==> config.mk <==
export PLATFORM = sky130hd
export DESIGN_NAME = sreg_wlock_ctrl
export DESIGN_NICKNAME = d
export VERILOG_FILES = /design/src/rtl/sreg_wlock_pkg.sv /design/src/rtl/srl_lock_decode.sv /design/src/rtl/srl_enable_latch.sv /design/src/rtl/srl_busy_timer.sv /design/src/rtl/sreg_wlock_ctrl.sv
export SDC_FILE = /design/constraint.sdc
export NUM_CORES = 1
export LEC_CHECK = 0
export BUFFER_PORTS_ARGS = -buffer_cell sky130_fd_sc_hd__buf_2
export CAP_MARGIN = 0
export CORE_MARGIN = 1
export CORE_UTILIZATION = 32
export CTS_CLUSTER_SIZE = 24
export DETAILED_ROUTE_END_ITERATION = 6
export GPL_ROUTABILITY_DRIVEN = 0
export PLACE_DENSITY = 0.77
export SETUP_SLACK_MARGIN = 0.4
export SLEW_MARGIN = 0
export SYNTH_ARGS = -nofsm -noshare
export SYNTH_HDL_FRONTEND = slang
export SYNTH_SLANG_ARGS = --single-unit
==> constraint.sdc <==
create_clock -name clk_i -period 2.5 [get_ports clk_i]
set_input_delay 0.75 -clock clk_i [delete_from_list [all_inputs] [get_ports clk_i]]
set_output_delay 0.75 -clock clk_i [all_outputs]
set_load 0.02 [all_outputs]
==> src/rtl/sreg_wlock_pkg.sv <==
package sreg_wlock_pkg;
   // which enable armed the next status write
   typedef enum logic {
      EN_NV  = 1'b0,
      EN_VOL = 1'b1
   } en_kind_e;

   // lock mode formed as {upper protect bit, lower protect bit}
   typedef enum logic [1:0] {
      LK_NONE   = 2'd0,
      LK_PIN    = 2'd1,
      LK_REBOOT = 2'd2,
      LK_PERM   = 2'd3
   } lock_mode_e;
endpackage

==> src/rtl/srl_lock_decode.sv <==
module srl_lock_decode
   import sreg_wlock_pkg::*;
(
   input  logic srp0_i,
   input  logic srp1_i,
   input  logic perm_i,
   input  logic wp_pin_i,
   output logic allow_o
);
   lock_mode_e mode;

   always_comb begin
      mode = lock_mode_e'({srp1_i, srp0_i});
      unique case (mode)
         LK_NONE: allow_o = 1'b1;
         LK_PIN:  allow_o = wp_pin_i;
         default: allow_o = 1'b0;
      endcase
      if (perm_i) allow_o = 1'b0;
   end
endmodule

==> src/rtl/srl_enable_latch.sv <==
module srl_enable_latch
   import sreg_wlock_pkg::*;
(
   input  logic     clk_i,
   input  logic     rst_ni,
   input  logic     set_nv_i,
   input  logic     set_vol_i,
   input  logic     clr_i,
   output logic     wel_o,
   output en_kind_e kind_o
);
   always_ff @(posedge clk_i) begin
      if (!rst_ni) begin
         wel_o  <= 1'b0;
         kind_o <= EN_NV;
      end else if (clr_i) begin
         wel_o  <= 1'b0;
      end else if (set_nv_i) begin
         wel_o  <= 1'b1;
         kind_o <= EN_NV;
      end else if (set_vol_i) begin
         wel_o  <= 1'b1;
         kind_o <= EN_VOL;
      end
   end

   AST_CLR_WINS: assert property (@(posedge clk_i) disable iff (!rst_ni)
      clr_i |=> !wel_o);
endmodule

==> src/rtl/srl_busy_timer.sv <==
module srl_busy_timer #(
   parameter int unsigned WR_CYC = 8
) (
   input  logic clk_i,
   input  logic rst_ni,
   input  logic start_i,
   output logic busy_o
);
   localparam int unsigned CNT_W = $clog2(WR_CYC + 1);
   localparam logic [CNT_W-1:0] CNT_LOAD = CNT_W'(WR_CYC);

   logic [CNT_W-1:0] cnt_q;

   always_ff @(posedge clk_i) begin
      if (!rst_ni)                   cnt_q <= '0;
      else if (start_i)              cnt_q <= CNT_LOAD;
      else if (cnt_q != '0)          cnt_q <= cnt_q - 1'b1;
   end

   assign busy_o = (cnt_q != '0);

   AST_CNT_RANGE: assert property (@(posedge clk_i) disable iff (!rst_ni)
      cnt_q <= CNT_LOAD);
   AST_START_BUSY: assert property (@(posedge clk_i) disable iff (!rst_ni)
      start_i |=> busy_o);
endmodule

==> src/rtl/sreg_wlock_ctrl.sv <==
module sreg_wlock_ctrl
   import sreg_wlock_pkg::*;
#(
   parameter int unsigned SR_W       = 16,
   parameter int unsigned BUSY_POS   = 0,
   parameter int unsigned WEL_POS    = 1,
   parameter int unsigned SRP0_POS   = 7,
   parameter int unsigned SRP1_POS   = 8,
   parameter bit          BP4_LAYOUT = 1'b0,
   parameter int unsigned WR_CYC     = 8,
   parameter logic [15:0] NV_INIT    = 16'h0000
) (
   input  logic        clk_i,
   input  logic        rst_ni,
   input  logic        wren_i,
   input  logic        vwren_i,
   input  logic        wrsr_i,
   input  logic [15:0] wr_data_i,
   input  logic        wp_pin_i,
   output logic [15:0] sr_o,
   output logic [15:0] nv_o,
   output logic        wel_o,
   output logic        busy_o,
   output logic        perm_lock_o
);
   localparam logic [SR_W-1:0] RO_MASK   = (SR_W'(1) << BUSY_POS) | (SR_W'(1) << WEL_POS);
   localparam logic [SR_W-1:0] SRP1_MASK = SR_W'(1) << SRP1_POS;

   // elaboration-time parameter checks
   if (SR_W != 16) begin : g_bad_width
      $error("sreg_wlock_ctrl: SR_W must be 16");
   end
   if (SRP0_POS >= SR_W || SRP1_POS >= SR_W || BUSY_POS >= SR_W || WEL_POS >= SR_W) begin : g_bad_pos
      $error("sreg_wlock_ctrl: bit position outside status word");
   end
   if (SRP0_POS == SRP1_POS || BUSY_POS == WEL_POS ||
       SRP0_POS == BUSY_POS || SRP0_POS == WEL_POS ||
       SRP1_POS == BUSY_POS || SRP1_POS == WEL_POS) begin : g_bad_overlap
      $error("sreg_wlock_ctrl: bit positions overlap");
   end
   if (WR_CYC < 1) begin : g_bad_cyc
      $error("sreg_wlock_ctrl: WR_CYC must be at least 1");
   end

   logic [SR_W-1:0] vol_q;
   logic [SR_W-1:0] nv_q   = NV_INIT & ~RO_MASK;
   logic            perm_q = 1'b0;

   logic     busy, wel, allow, accept, nv_wr, perm_set;
   logic     wrsr_go;
   en_kind_e kind;
   logic [SR_W-1:0] wr_word;

   assign wrsr_go = wrsr_i && !busy;
   assign wr_word = wr_data_i & ~RO_MASK;

   srl_enable_latch u_en (
      .clk_i     (clk_i),
      .rst_ni    (rst_ni),
      .set_nv_i  (wren_i && !busy),
      .set_vol_i (vwren_i && !busy),
      .clr_i     (wrsr_go),
      .wel_o     (wel),
      .kind_o    (kind)
   );

   srl_lock_decode u_dec (
      .srp0_i   (vol_q[SRP0_POS]),
      .srp1_i   (vol_q[SRP1_POS]),
      .perm_i   (perm_q),
      .wp_pin_i (wp_pin_i),
      .allow_o  (allow)
   );

   assign accept = wrsr_go && wel && allow;
   assign nv_wr  = accept && (kind == EN_NV);

   srl_busy_timer #(.WR_CYC(WR_CYC)) u_tmr (
      .clk_i   (clk_i),
      .rst_ni  (rst_ni),
      .start_i (nv_wr),
      .busy_o  (busy)
   );

   // layout variant: only the 3-bit-protect layout has a permanent lock
   if (BP4_LAYOUT) begin : g_bp4
      assign perm_set = 1'b0;
   end else begin : g_bp3
      assign perm_set = nv_wr && wr_data_i[SRP1_POS] && wr_data_i[SRP0_POS];
   end

   // volatile copy: reloaded at power-up, power-down lock dropped
   always_ff @(posedge clk_i) begin
      if (!rst_ni)     vol_q <= perm_q ? nv_q : (nv_q & ~SRP1_MASK);
      else if (accept) vol_q <= wr_word;
   end

   // non-volatile copy: no reset, survives power cycles
   always_ff @(posedge clk_i) begin
      if (nv_wr) nv_q <= wr_word;
   end

   // sticky permanent lock: no reset
   always_ff @(posedge clk_i) begin
      if (perm_set) perm_q <= 1'b1;
   end

   always_comb begin
      sr_o           = vol_q;
      sr_o[BUSY_POS] = busy;
      sr_o[WEL_POS]  = wel;
   end

   assign nv_o        = nv_q;
   assign wel_o       = wel;
   assign busy_o      = busy;
   assign perm_lock_o = perm_q;

   AST_NO_WEL_REFUSE: assert property (@(posedge clk_i) disable iff (!rst_ni)
      (wrsr_i && !wel) |=> ($stable(vol_q) && $stable(nv_q)));
   AST_PIN_GUARD: assert property (@(posedge clk_i) disable iff (!rst_ni)
      (wrsr_i && vol_q[SRP0_POS] && !wp_pin_i) |=> ($stable(vol_q) && $stable(nv_q)));
   AST_LOCK_REFUSES: assert property (@(posedge clk_i) disable iff (!rst_ni)
      (wrsr_i && (vol_q[SRP1_POS] || perm_q)) |=> ($stable(vol_q) && $stable(nv_q)));
   AST_PERM_HOLDS_SRP1: assert property (@(posedge clk_i) disable iff (!rst_ni)
      perm_q |-> vol_q[SRP1_POS]);
   AST_VOL_ONLY: assert property (@(posedge clk_i) disable iff (!rst_ni)
      (wrsr_i && wel && (kind == EN_VOL)) |=> ($stable(nv_q) && !busy));
   AST_WEL_CLEARS: assert property (@(posedge clk_i) disable iff (!rst_ni)
      wrsr_i |=> !wel);
   AST_BUSY_IGNORE: assert property (@(posedge clk_i) disable iff (!rst_ni)
      busy |=> !wel);
   AST_RO_BITS_ZERO: assert property (@(posedge clk_i) disable iff (!rst_ni)
      (vol_q[BUSY_POS] == 1'b0) && (vol_q[WEL_POS] == 1'b0));
endmodule

==> results of run 1 <==
[worst paths after layout]
path                       start             end  slack [ns]  cells past startpoint
hold / removal    u_tmr.cnt_q[1]  u_tmr.cnt_q[1]        0.52                      1
hold reg to reg   u_tmr.cnt_q[1]  u_tmr.cnt_q[1]        0.52                      1
setup reg to reg  u_tmr.cnt_q[1]  u_tmr.cnt_q[2]        0.43                     13
setup / recovery  u_tmr.cnt_q[0]         sr_o[0]        0.42                      4
[registers in the layout, indices dropped and copies added, names as in the netlist]
| name | flops |
|---|---|
| u_en.wel_o | 1 |
| u_tmr.cnt_q | 4 |
[cell usage in the layout (no fill, tap or decap), drive strengths merged]
cell type,n
o221a,1
o211a,1
mux2i,1
conb,31
xnor2,1
nor2,3
ha,2
xor2,1
or3b,1
nand2,1
inv,3
clkbuf,4
dfxtp,5
nor3,1
buf,20
and2,1
nor2b,1
and3,1
[repair_timing]
action                     CTS  global route
buffers inserted            11             1
setup endpoints to repair    2             3
pin swaps                    1             1
resized for setup            9             5
hold endpoints to repair     0             0
hold buffers                 0             0
[cells in the mapped netlist (all sizes together) (2+ instances only)]
master   n
nor2     3
buf     34
ha       2
dfxtp    5
inv      3
conb     2
[stage by stage]
step                hold slack, ns  power, mW
floorplan                    0.494      0.466
global placement             0.510      0.428
detailed placement           0.519      0.436
CTS                          0.516      0.701
global route                 0.531      0.818
finish                       0.519      0.771
[final cells by class]
cell class | count | share of cell area, %
tap | 15 | 3.27
sequential | 5 | 17.9
timing repair buffer | 20 | 24.8
clock buffer | 4 | 4.58
inverter | 3 | 1.96
multi-input combinational | 47 | 47.5
[kinds of logic (layout without fill, tap and decap cells)]
logic type      Yosys count  after routing  share of synthesized area (%)
flops                     5              5                           19.9
mux                       1              1                           1.99
buf+inv                  37             27                           53.7
fa+ha+maj                 2              2                           4.97
xor+xnor                  2              2                           3.48
compound gates            2              2                           4.23
other cells               2             31                           1.49
simple gates              9              9                           10.2
[power by group]
group	leakage (nW)	switching [mW]	total, mW	internal (mW)
clock network	0.0150	0.0334	0.0937	0.0604
registers	0.0419	0.0281	0.147	0.119
logic	0.268	0.254	0.531	0.277
[routing by layer]
| metal | GRT usage (%) | vias to the layer above | wire length [µm] |
|---|---|---|---|
| li1 | - | 158 | - |
| met1 | 7.12 | 142 | 308 |
| met2 | 14.7 | 35 | 393 |
| met3 | 6.52 | 8 | 85 |
| met4 | 11.0 | 0 | 55 |
| met5 | 0 | - | 0 |
==> results_tabular.tex, run 1 <==
\begin{tabular}{lr}
\hline
Metric & Value \\
\hline
\multicolumn{2}{l}{\textbf{Outcome}} \\
\quad Result of the run & finished, final reports clean \\
\multicolumn{2}{l}{\textbf{Synthesis}} \\
\quad Avg Synthesized Cell Area & 8.38 µm² \\
\quad Sequential fraction of the synthesis area & 19.9\% \\
\quad Primary flip-flop cell chosen by synthesis mapping & sky130\_fd\_sc\_hd\_\_dfxtp\_1 \\
\quad Number of different library cells in the post-synthesis netlist & 19 \\
\quad Dominant cell type by area after synthesis & sky130\_fd\_sc\_hd\_\_buf\_4 \\
\quad Syn Std Cell Area & 503 µm² \\
\quad Fraction of registers with async set or reset after synthesis & 0\% \\
\quad Number of warnings reported in the yosys synthesis log & 0 \\
\quad Post-synthesis register bit count & 5 \\
\quad Number of instances in the synthesized netlist & 60 \\
\quad EDFF count, synth & 0 \\
\quad Area share of the leading cell type in the synthesized netlist & 49.3\% \\
\quad Biggest area contributors in the synthesized netlist & sky130\_fd\_sc\_hd\_\_buf\_4 49\%, sky130\_fd\_sc\_hd\_\_dfxtp\_1 20\%, sky130\_fd\_sc\_hd\_\_ha\_1 5.0\% \\
\multicolumn{2}{l}{\textbf{Final layout}} \\
\quad Final core utilization & 41.5\% \\
\quad Layout cell share with drive strength beyond 1 & 40.5\% \\
\quad Number of filler cells placed in the layout & 141 \\
\quad Diode count & 0 \\
\quad Multi-input logic area & 273 µm² \\
\quad Final standard cell area without fillers & 574 µm² \\
\quad Layout-stage area growth over the synthesis result & 14.2\% \\
\quad \# nets final & 104 \\
\quad Count of placed standard cells in the final layout, fillers left out & 94 \\
\quad Sequential cell area & 103 µm² \\
\multicolumn{2}{l}{\textbf{Timing}} \\
\quad Post-route fraction of the period consumed by the critical path & 83.4\% \\
\quad Total of endpoints with negative setup slack in the final report & 0 \\
\quad Total count of max-transition violations in the final report & 0 \\
\quad Final min period & 2.08 ns \\
\quad Max Clock Freq & 480 MHz \\
\quad Hold Vio Cnt, Final & 0 \\
\quad Post-Route Setup TNS & 0 ns \\
\quad Fin Clk Skew & 0.00297 ns \\
\quad Setup repair after global routing missed its margin & yes \\
\quad Worst setup margin & 0.415 ns \\
\multicolumn{2}{l}{\textbf{Clock network}} \\
\quad TritonCTS sink count & 5 \\
\quad Clock transition at the register clock pins on the worst setup and hold paths after CTS & 0.04 ns \\
\quad Root Buffer Master & sky130\_fd\_sc\_hd\_\_clkbuf\_4 \\
\quad Clock insertion delay at the later pin of the skew report & 0.24 ns \\
\quad TritonCTS clock tree & built \\
\quad Maximum clock insertion buffer count & 2 \\
\quad Total clock buffers created by CTS & 3 \\
\quad H-tree depth reported by CTS & 1 \\
\multicolumn{2}{l}{\textbf{Critical path}} \\
\quad Data arrival time at the worst-slack endpoint & 1.33 ns \\
\quad Required time of the critical path & 1.75 ns \\
\quad Kind of start point of the critical path & register \\
\quad WS Path Type & register to primary output \\
\quad Worst path bufs/invs & 2 \\
\quad Cells traversed along the worst timing path & inv\_2, ha\_4, or3b\_4, buf\_6 \\
\quad Longest individual stage delay on the worst path & 0.41 ns \\
\quad Largest delay share family, worst path & simple AND/OR/NAND/NOR gates \\
\quad Critical Path Slowest Stage Cell & sky130\_fd\_sc\_hd\_\_or3b\_4 \\
\quad Endpoint kind of the worst setup timing path & primary output \\
\quad Largest driver fanout on the critical path & 3 \\
\multicolumn{2}{l}{\textbf{Power and ir drop}} \\
\quad Power per unit of standard cell area & 1340 nW/µm² \\
\quad Max IR drop VDD & 0.000630 V \\
\quad Standby leakage power & 0.325 nW \\
\multicolumn{2}{l}{\textbf{Die}} \\
\quad Initial core utilization & 36.4\% \\
\quad Die width & 41.6 µm \\
\quad DIE AREA & 1730 µm² \\
\quad Core area & 1380 µm² \\
\quad I/O pins & 57 \\
\quad Core Rows & 13 \\
\quad Floorplan die height & 41.6 µm \\
\multicolumn{2}{l}{\textbf{Detailed routing}} \\
\quad Total routed wirelength & 842 µm \\
\quad Vias per inst & 3.65 \\
\quad Total via count after detailed routing & 343 \\
\quad Number of nets still failing antenna checks after routing & 0 \\
\quad Routed len/inst & 8.96 µm \\
\quad Initial detailed-routing violation count & 5 \\
\quad First drt pass iteration count & 3 \\
\quad DRC violations left & 0 \\
\multicolumn{2}{l}{\textbf{GRT}} \\
\quad Global route overflow & 0 \\
\quad Largest net degree at the start of global routing & 7 \\
\quad Initial antenna violation count & 0 \\
\quad Combined global-route utilization of all metal layers & 9.52\% \\
\quad Via count of the first global-routing pass & 263 \\
\quad First-pass GRT wire length & 1.08 mm \\
\multicolumn{2}{l}{\textbf{Place}} \\
\quad Count of buffers from port buffering & 8 \\
\quad Post-placement cell count & 78 \\
\quad Post-Place Setup Slack & 0.477 ns \\
\quad Dpl hpwl & 417 µm \\
\quad Total placed instance area & 412 µm² \\
\multicolumn{2}{l}{\textbf{Worst hold path}} \\
\quad Path category of the worst min-delay check & register to register \\
\multicolumn{2}{l}{\textbf{Flow run}} \\
\quad Number of max-cap violations & 0 \\
\hline
\end{tabular}
No activity file was read; power rests on OpenSTA's default activity.
==> run 2: changes to the inputs <==
- ABC_AREA: not set -> 1
- CORE_UTILIZATION: 32 -> 27
- PLACE_DENSITY: 0.77 -> 0.68
- clock period: 2.5 -> 1.7 ns (I/O delays scaled with it)
==> results_tabular.tex, run 2 <==
\begin{tabular}{lr}
\hline
Metric & Value \\
\hline
\multicolumn{2}{l}{\textbf{Outcome}} \\
\quad Result of the run & finished, final reports clean \\
\multicolumn{2}{l}{\textbf{Worst hold path}} \\
\quad Endpoint of the worst hold-timing path & u\_en.wel\_o \\
\quad Hold Crit Start & u\_en.wel\_o \\
\quad Min-Delay Path Depth & 2 (+1) \\
\quad Path category of the worst min-delay check & register to register \\
\multicolumn{2}{l}{\textbf{Detailed routing}} \\
\quad Routed len/inst & 6.62 µm (-26\%) \\
\quad Total via count after detailed routing & 357 (+4.1\%) \\
\quad Vias per inst & 3.25 (-11\%) \\
\quad Initial detailed-routing violation count & 0 (-5) \\
\quad DRC violations left & 0 (unchanged) \\
\quad First drt pass iteration count & 1 (-2) \\
\quad Number of nets still failing antenna checks after routing & 0 (unchanged) \\
\quad Total routed wirelength & 728 µm (-14\%) \\
\multicolumn{2}{l}{\textbf{Critical path}} \\
\quad Data arrival time at the worst-slack endpoint & 0.98 ns (-0.35 ns) \\
\quad Largest driver fanout on the critical path & 3 (unchanged) \\
\quad Endpoint kind of the worst setup timing path & primary output \\
\quad Endpoint of the most critical register-to-register path & u\_tmr.cnt\_q[0] \\
\quad Kind of start point of the critical path & register \\
\quad WS Path Type & register to primary output \\
\quad FF-to-FF path depth & 7 (-6) \\
\quad Start of the worst register-to-register path & u\_tmr.cnt\_q[0] \\
\quad Required time of the critical path & 1.19 ns (-0.56 ns) \\
\quad Flop2flop setup slack & 0.55 ns (+0.12 ns) \\
\multicolumn{2}{l}{\textbf{GRT}} \\
\quad First-pass GRT wire length & 1.06 mm (-1.3\%) \\
\quad Fraction of met3 tracks used by global routing & 8.33\% (+1.8 points) \\
\quad Largest net degree at the start of global routing & 5 (-2) \\
\quad Initial antenna violation count & 0 (unchanged) \\
\quad Combined global-route utilization of all metal layers & 8.16\% (-1.4 points) \\
\quad Met1 Track Usage GR & 7.29\% (+0.17 points) \\
\quad Via count of the first global-routing pass & 261 (-0.76\%) \\
\quad Grt met2 use & 12.1\% (-2.6 points) \\
\quad Global route overflow & 0 (unchanged) \\
\quad GRT busiest layer & met2 \\
\multicolumn{2}{l}{\textbf{Synthesis}} \\
\quad Number of different library cells in the post-synthesis netlist & 17 (-2) \\
\quad Post-synthesis register bit count & 5 (unchanged) \\
\quad Area share of the leading cell type in the synthesized netlist & 47.5\% (-1.8 points) \\
\quad Most repeated cell in the gate-level netlist after synthesis & sky130\_fd\_sc\_hd\_\_buf\_4 \\
\quad Number of warnings reported in the yosys synthesis log & 0 (unchanged) \\
\quad EDFF count, synth & 0 (unchanged) \\
\quad Primary flip-flop cell chosen by synthesis mapping & sky130\_fd\_sc\_hd\_\_dfxtp\_1 \\
\quad Biggest area contributors in the synthesized netlist & sky130\_fd\_sc\_hd\_\_buf\_4 47\%, sky130\_fd\_sc\_hd\_\_dfxtp\_1 19\%, sky130\_fd\_sc\_hd\_\_ha\_1 4.8\% \\
\quad Sequential fraction of the synthesis area & 19.2\% (-0.72 points) \\
\quad Number of instances in the synthesized netlist & 70 (+17\%) \\
\quad Fraction of registers with async set or reset after synthesis & 0\% (unchanged) \\
\quad Synth top cells by count & 33 x sky130\_fd\_sc\_hd\_\_buf\_4, 6 x sky130\_fd\_sc\_hd\_\_nor2\_1, 5 x sky130\_fd\_sc\_hd\_\_dfxtp\_1, 5 x sky130\_fd\_sc\_hd\_\_inv\_1, 5 x sky130\_fd\_sc\_hd\_\_nand2\_1 \\
\quad Avg Synthesized Cell Area & 7.45 µm² (-11\%) \\
\quad Dominant cell type by area after synthesis & sky130\_fd\_sc\_hd\_\_buf\_4 \\
\quad Syn Std Cell Area & 522 µm² (+3.7\%) \\
\multicolumn{2}{l}{\textbf{Clock network}} \\
\quad TritonCTS clock tree & built \\
\quad Clock transition at the register clock pins on the worst setup and hold paths after CTS & 0.05 ns (about the same) \\
\quad Clock insertion delay at the later pin of the skew report & 0.25 ns (about the same) \\
\quad Maximum clock insertion buffer count & 2 (unchanged) \\
\quad H-tree depth reported by CTS & 1 (unchanged) \\
\quad Root Buffer Master & sky130\_fd\_sc\_hd\_\_clkbuf\_4 \\
\quad Total clock buffers created by CTS & 3 (unchanged) \\
\quad TritonCTS sink count & 5 (unchanged) \\
\quad Quantity of hold-fixing buffers added after cts & 0 (unchanged) \\
\multicolumn{2}{l}{\textbf{Place}} \\
\quad Count of buffers from port buffering & 8 (unchanged) \\
\quad Dpl hpwl & 513 µm (+23\%) \\
\multicolumn{2}{l}{\textbf{Timing}} \\
\quad Total of endpoints with negative setup slack in the final report & 0 (unchanged) \\
\quad Hold Vio Cnt, Final & 0 (unchanged) \\
\quad Setup repair after global routing missed its margin & yes \\
\quad Total count of max-transition violations in the final report & 0 (unchanged) \\
\quad Fin Clk Skew & 0.00559 ns (+0.00262 ns) \\
\quad Final min period & 1.49 ns \\
\quad Post-route fraction of the period consumed by the critical path & 87.5\% \\
\quad Post-Route Setup TNS & 0 ns (unchanged) \\
\quad Max Clock Freq & 672 MHz \\
\multicolumn{2}{l}{\textbf{Final layout}} \\
\quad Layout cell share with drive strength beyond 1 & 34.1\% (-6.4 points) \\
\quad Largest reg by FF count & u\_tmr.cnt\_q \\
\quad Number of flip-flops under the largest register name & 4 (unchanged) \\
\quad \# nets final & 110 (+5.8\%) \\
\quad Leading cell type in the layout, fill and taps excluded & sky130\_fd\_sc\_hd\_\_conb\_1 \\
\quad Largest registers & u\_tmr.cnt\_q: 4 flops, u\_en.wel\_o: 1 flops \\
\quad Diode count & 0 (unchanged) \\
\quad Most used cells in the layout excluding fill and tap cells & 31 x sky130\_fd\_sc\_hd\_\_conb\_1, 8 x sky130\_fd\_sc\_hd\_\_buf\_4, 6 x sky130\_fd\_sc\_hd\_\_nor2\_1 \\
\quad Layout-stage area growth over the synthesis result & 10.1\% \\
\multicolumn{2}{l}{\textbf{Die}} \\
\quad Die width & 46.0 µm (+10\%) \\
\quad Core area & 1760 µm² (+28\%) \\
\quad DIE AREA & 2110 µm² (+22\%) \\
\quad Core Rows & 15 (+2) \\
\quad Floorplan die height & 46.0 µm (+10\%) \\
\quad I/O pins & 57 (unchanged) \\
\quad Initial core utilization & 29.6\% (-6.8 points) \\
\multicolumn{2}{l}{\textbf{Power and ir drop}} \\
\quad Power per unit of standard cell area & 587 nW/µm² (-56\%) \\
\quad Tot Pwr & 0.337 mW (-56\%) \\
\quad Max IR drop VDD & 0.000243 V (-61\%) \\
\quad Standby leakage power & 0.321 nW (-1.4\%) \\
\multicolumn{2}{l}{\textbf{Flow run}} \\
\quad Number of max-cap violations & 0 (unchanged) \\
\hline
\end{tabular}
-- run 2: kinds of logic after synthesis --
| family | after synthesis | share of synthesized area (%) |
|---|---|---|
| buffers and inverters | 40 | 52.8 |
| and+or+nand+nor | 16 | 15.6 |
| AOI/OAI and AO/OA | 4 | 4.56 |
| DFF | 5 | 19.2 |
| adders and majority gates | 2 | 4.80 |
| xor gates and xnor gates | 1 | 1.68 |
| other | 2 | 1.44 |
-- run 2: critical path, cell delays in order, from the launching register on --
cell and delay (ns):
sky130_fd_sc_hd__dfxtp_2 0.31, sky130_fd_sc_hd__inv_2 0.07, sky130_fd_sc_hd__ha_4 0.17, sky130_fd_sc_hd__nand2_8 0.06
sky130_fd_sc_hd__buf_6 0.13
-- run 2: how the worst max path moves through the flow --
stage | start | end | cells past startpoint
5_1_grt | u_tmr.cnt_q[0] | busy_o | 4
4_1_cts | u_tmr.cnt_q[1] | sr_o[0] | 4
2_1_floorplan | u_tmr.cnt_q[1] | sr_o[0] | 4
3_5_place_dp | u_tmr.cnt_q[1] | sr_o[0] | 4
6_report | u_tmr.cnt_q[0] | busy_o | 4
3_3_place_gp | u_tmr.cnt_q[1] | sr_o[0] | 4
-- run 2: through the flow --
| stage | util, % | cell area [µm²] | setup slack [ns] | instances | hold WS (ns) |
|---|---|---|---|---|---|
| finish | 32.6 | 574 | 0.212 | 110 | 0.462 |
| global route | 32.6 | 574 | 0.160 | 110 | 0.506 |
| CTS | 31.8 | 562 | 0.202 | 109 | 0.461 |
| detailed placement | 27.0 | 475 | 0.341 | 99 | 0.454 |
| global placement | 27.0 | 475 | 0.358 | 99 | 0.438 |
| floorplan | - | 656 | 0.410 | 99 | 0.482 |
-- run 2: cell type report --
class | count | area [µm²]
fill | 197 | 1190
multi-input combinational | 54 | 277
timing repair buffer | 15 | 108
sequential | 5 | 105
tap | 25 | 31.3
inverter | 7 | 27.5
clock buffer | 4 | 26.3
-- run 2: power breakdown --
group	total [mW]	internal (mW)	switching, mW
registers	0.120	0.119	0.000936
logic	0.0769	0.00784	0.0691
clock network	0.140	0.0889	0.0513
total	0.337	0.216	0.121
-- run 2: what timing repair did --
item | 4_1_cts | 5_1_grt
buffers inserted | 6 | 1
hold endpoints to repair | 0 | 0
cloned | 0 | 0
pin swaps | 2 | 1
gates resized for setup | 7 | 3
setup endpoints to repair | 2 | 4
-- run 2: per-layer routing --
| metal | vias to the layer above | part of all wire (%) |
|---|---|---|
| met5 | - | 0 |
| met4 | 0 | 0 |
| met3 | 0 | 12 |
| met2 | 26 | 51 |
| met1 | 155 | 37 |
| li1 | 176 | - |
==> run 3: changes to the inputs <==
- CORE_ASPECT_RATIO: not set -> 1.4
==> results_tabular.tex, run 3 (synthesized netlist as in run 2, its figures left out) <==
\begin{tabular}{lr}
\hline
Metric & Value \\
\hline
\multicolumn{2}{l}{\textbf{Outcome}} \\
\quad Result of the run & finished, final reports clean \\
\multicolumn{2}{l}{\textbf{Power and ir drop}} \\
\quad Standby leakage power & 0.310 nW (-3.3\%) \\
\quad Power per unit of standard cell area & 619 nW/µm² (+5.4\%) \\
\quad Max IR drop VDD & 0.000263 V (+8.2\%) \\
\multicolumn{2}{l}{\textbf{Final layout}} \\
\quad Number of flip-flops under the largest register name & 4 (unchanged) \\
\quad Largest reg by FF count & u\_tmr.cnt\_q \\
\quad Layout-stage area growth over the synthesis result & 5.04\% \\
\quad Layout cell share with drive strength beyond 1 & 30.1\% (-4.0 points) \\
\quad Count of placed standard cells in the final layout, fillers left out & 103 (-6.4\%) \\
\quad Number of filler cells placed in the layout & 198 (+0.51\%) \\
\quad Most used cells in the layout excluding fill and tap cells & 31 x sky130\_fd\_sc\_hd\_\_conb\_1, 6 x sky130\_fd\_sc\_hd\_\_nor2\_1, 6 x sky130\_fd\_sc\_hd\_\_buf\_2 \\
\quad Leading cell type in the layout, fill and taps excluded & sky130\_fd\_sc\_hd\_\_conb\_1 \\
\quad \# nets final & 108 (-1.8\%) \\
\quad Largest registers & u\_tmr.cnt\_q: 4 flops, u\_en.wel\_o: 1 flops \\
\quad Final core utilization & 30.8\% (-1.8 points) \\
\quad Diode count & 0 (unchanged) \\
\multicolumn{2}{l}{\textbf{Critical path}} \\
\quad Required time of the critical path & 1.19 ns (about the same) \\
\quad Flop2flop setup slack & 0.65 ns (+0.10 ns) \\
\quad Endpoint kind of the worst setup timing path & primary output \\
\quad WS Path Type & register to primary output \\
\quad Start of the worst register-to-register path & u\_tmr.cnt\_q[1] \\
\quad Largest driver fanout on the critical path & 3 (unchanged) \\
\quad Data arrival time at the worst-slack endpoint & 0.99 ns (about the same) \\
\quad FF-to-FF path depth & 7 (unchanged) \\
\quad Kind of start point of the critical path & register \\
\quad Endpoint of the most critical register-to-register path & u\_tmr.cnt\_q[0] \\
\multicolumn{2}{l}{\textbf{Clock network}} \\
\quad Clock transition at the register clock pins on the worst setup and hold paths after CTS & 0.04 ns (about the same) \\
\quad TritonCTS clock tree & built \\
\quad Root Buffer Master & sky130\_fd\_sc\_hd\_\_clkbuf\_4 \\
\quad Total clock buffers created by CTS & 3 (unchanged) \\
\quad TritonCTS sink count & 5 (unchanged) \\
\quad Clock insertion delay at the later pin of the skew report & 0.25 ns (about the same) \\
\quad Maximum clock insertion buffer count & 2 (unchanged) \\
\quad Quantity of hold-fixing buffers added after cts & 0 (unchanged) \\
\quad H-tree depth reported by CTS & 1 (unchanged) \\
\multicolumn{2}{l}{\textbf{Timing}} \\
\quad Fin Clk Skew & 0.000354 ns (-0.00523 ns) \\
\quad Post-Route Setup TNS & 0 ns (unchanged) \\
\quad Post-route fraction of the period consumed by the critical path & 88.0\% (+0.43 points) \\
\quad Setup repair after global routing missed its margin & yes \\
\quad Final min period & 1.50 ns (+0.00726 ns) \\
\quad Hold Vio Cnt, Final & 0 (unchanged) \\
\quad Max Clock Freq & 669 MHz (-0.49\%) \\
\quad Total of endpoints with negative setup slack in the final report & 0 (unchanged) \\
\quad Total count of max-transition violations in the final report & 0 (unchanged) \\
\multicolumn{2}{l}{\textbf{Detailed routing}} \\
\quad Total routed wirelength & 668 µm (-8.2\%) \\
\quad Routed len/inst & 6.49 µm (-2.0\%) \\
\quad Initial detailed-routing violation count & 2 (+2) \\
\quad Total via count after detailed routing & 354 (-0.84\%) \\
\quad First drt pass iteration count & 2 (+1) \\
\quad Vias per inst & 3.44 (+5.9\%) \\
\quad DRC violations left & 0 (unchanged) \\
\quad Number of nets still failing antenna checks after routing & 0 (unchanged) \\
\multicolumn{2}{l}{\textbf{Die}} \\
\quad Core area & 1780 µm² (+0.85\%) \\
\quad I/O pins & 57 (unchanged) \\
\quad Floorplan die height & 54.0 µm (+18\%) \\
\quad Initial core utilization & 29.3\% (-0.25 points) \\
\quad Core Rows & 18 (+3) \\
\quad DIE AREA & 2110 µm² (+0.11\%) \\
\quad Die width & 39.2 µm (-15\%) \\
\multicolumn{2}{l}{\textbf{GRT}} \\
\quad Via count of the first global-routing pass & 258 (-1.1\%) \\
\quad Largest net degree at the start of global routing & 5 (unchanged) \\
\quad Global route overflow & 0 (unchanged) \\
\quad First-pass GRT wire length & 910 µm (-14\%) \\
\quad Combined global-route utilization of all metal layers & 7.12\% (-1.0 points) \\
\quad Initial antenna violation count & 0 (unchanged) \\
\multicolumn{2}{l}{\textbf{Worst hold path}} \\
\quad Hold Crit Start & u\_en.wel\_o \\
\quad Min-Delay Path Depth & 2 (unchanged) \\
\quad Endpoint of the worst hold-timing path & u\_en.wel\_o \\
\quad Path category of the worst min-delay check & register to register \\
\multicolumn{2}{l}{\textbf{Place}} \\
\quad Dpl hpwl & 503 µm (-1.9\%) \\
\quad Count of buffers from port buffering & 8 (unchanged) \\
\quad Post-placement cell count & 94 (-5.1\%) \\
\multicolumn{2}{l}{\textbf{Flow run}} \\
\quad Number of max-cap violations & 0 (unchanged) \\
\hline
\end{tabular}
[run 3: critical path, cell delays in order (launching register included)]
cell	delay [ns]
sky130_fd_sc_hd__dfxtp_2	0.32
sky130_fd_sc_hd__inv_2	0.07
sky130_fd_sc_hd__ha_4	0.17
sky130_fd_sc_hd__nand2_8	0.05
sky130_fd_sc_hd__buf_6	0.13
[run 3: worst max path at each step]
stage	start	to	slack (ns)	cells after the start
floorplan	u_tmr.cnt_q[1]	sr_o[0]	0.41	4
global placement	u_tmr.cnt_q[1]	busy_o	0.34	4
detailed placement	u_tmr.cnt_q[1]	busy_o	0.34	4
CTS	u_tmr.cnt_q[1]	busy_o	0.20	4
global route	u_tmr.cnt_q[1]	busy_o	0.18	4
finish	u_tmr.cnt_q[1]	sr_o[0]	0.20	4
[run 3: cell type report]
class,count,area [µm²],area share [%]
clock buffers,4,26.3,4.79
inverters,7,27.5,5.02
multi-input cells,54,277,50.5
flip-flops and latches,5,103,18.7
well taps,20,25.0,4.57
repair buffers,13,90.1,16.4
[run 3: power by group]
part	switching, mW	internal (mW)
sequential	0.000709	0.119
combinational	0.0689	0.00711
clock	0.0543	0.0891
total	0.124	0.215
[run 3: per-layer routing]
layer / wire length [µm] / up-vias / track usage [%]
li1: - / 172 / -
met1: 209 / 152 / 5.00
met2: 350 / 26 / 11.7
met3: 71 / 4 / 3.72
met4: 35 / 0 / 8.62
met5: 0 / - / 0
[run 3: what timing repair did]
item / CTS / global route
resized for setup: 7 / 0
buffers inserted: 5 / 0
pin swaps: 1 / 0
endpoints found under the setup margin: 2 / 2
[run 3: per-stage QoR]
stage	total power, mW	worst slack, ns	hold slack (ns)	area, µm²
finish	0.339	0.205	0.451	548
global route	0.355	0.176	0.485	548
CTS	0.343	0.196	0.455	548
detailed placement	0.197	0.342	0.447	469
global placement	0.197	0.339	0.443	469
floorplan	0.245	0.410	0.482	656
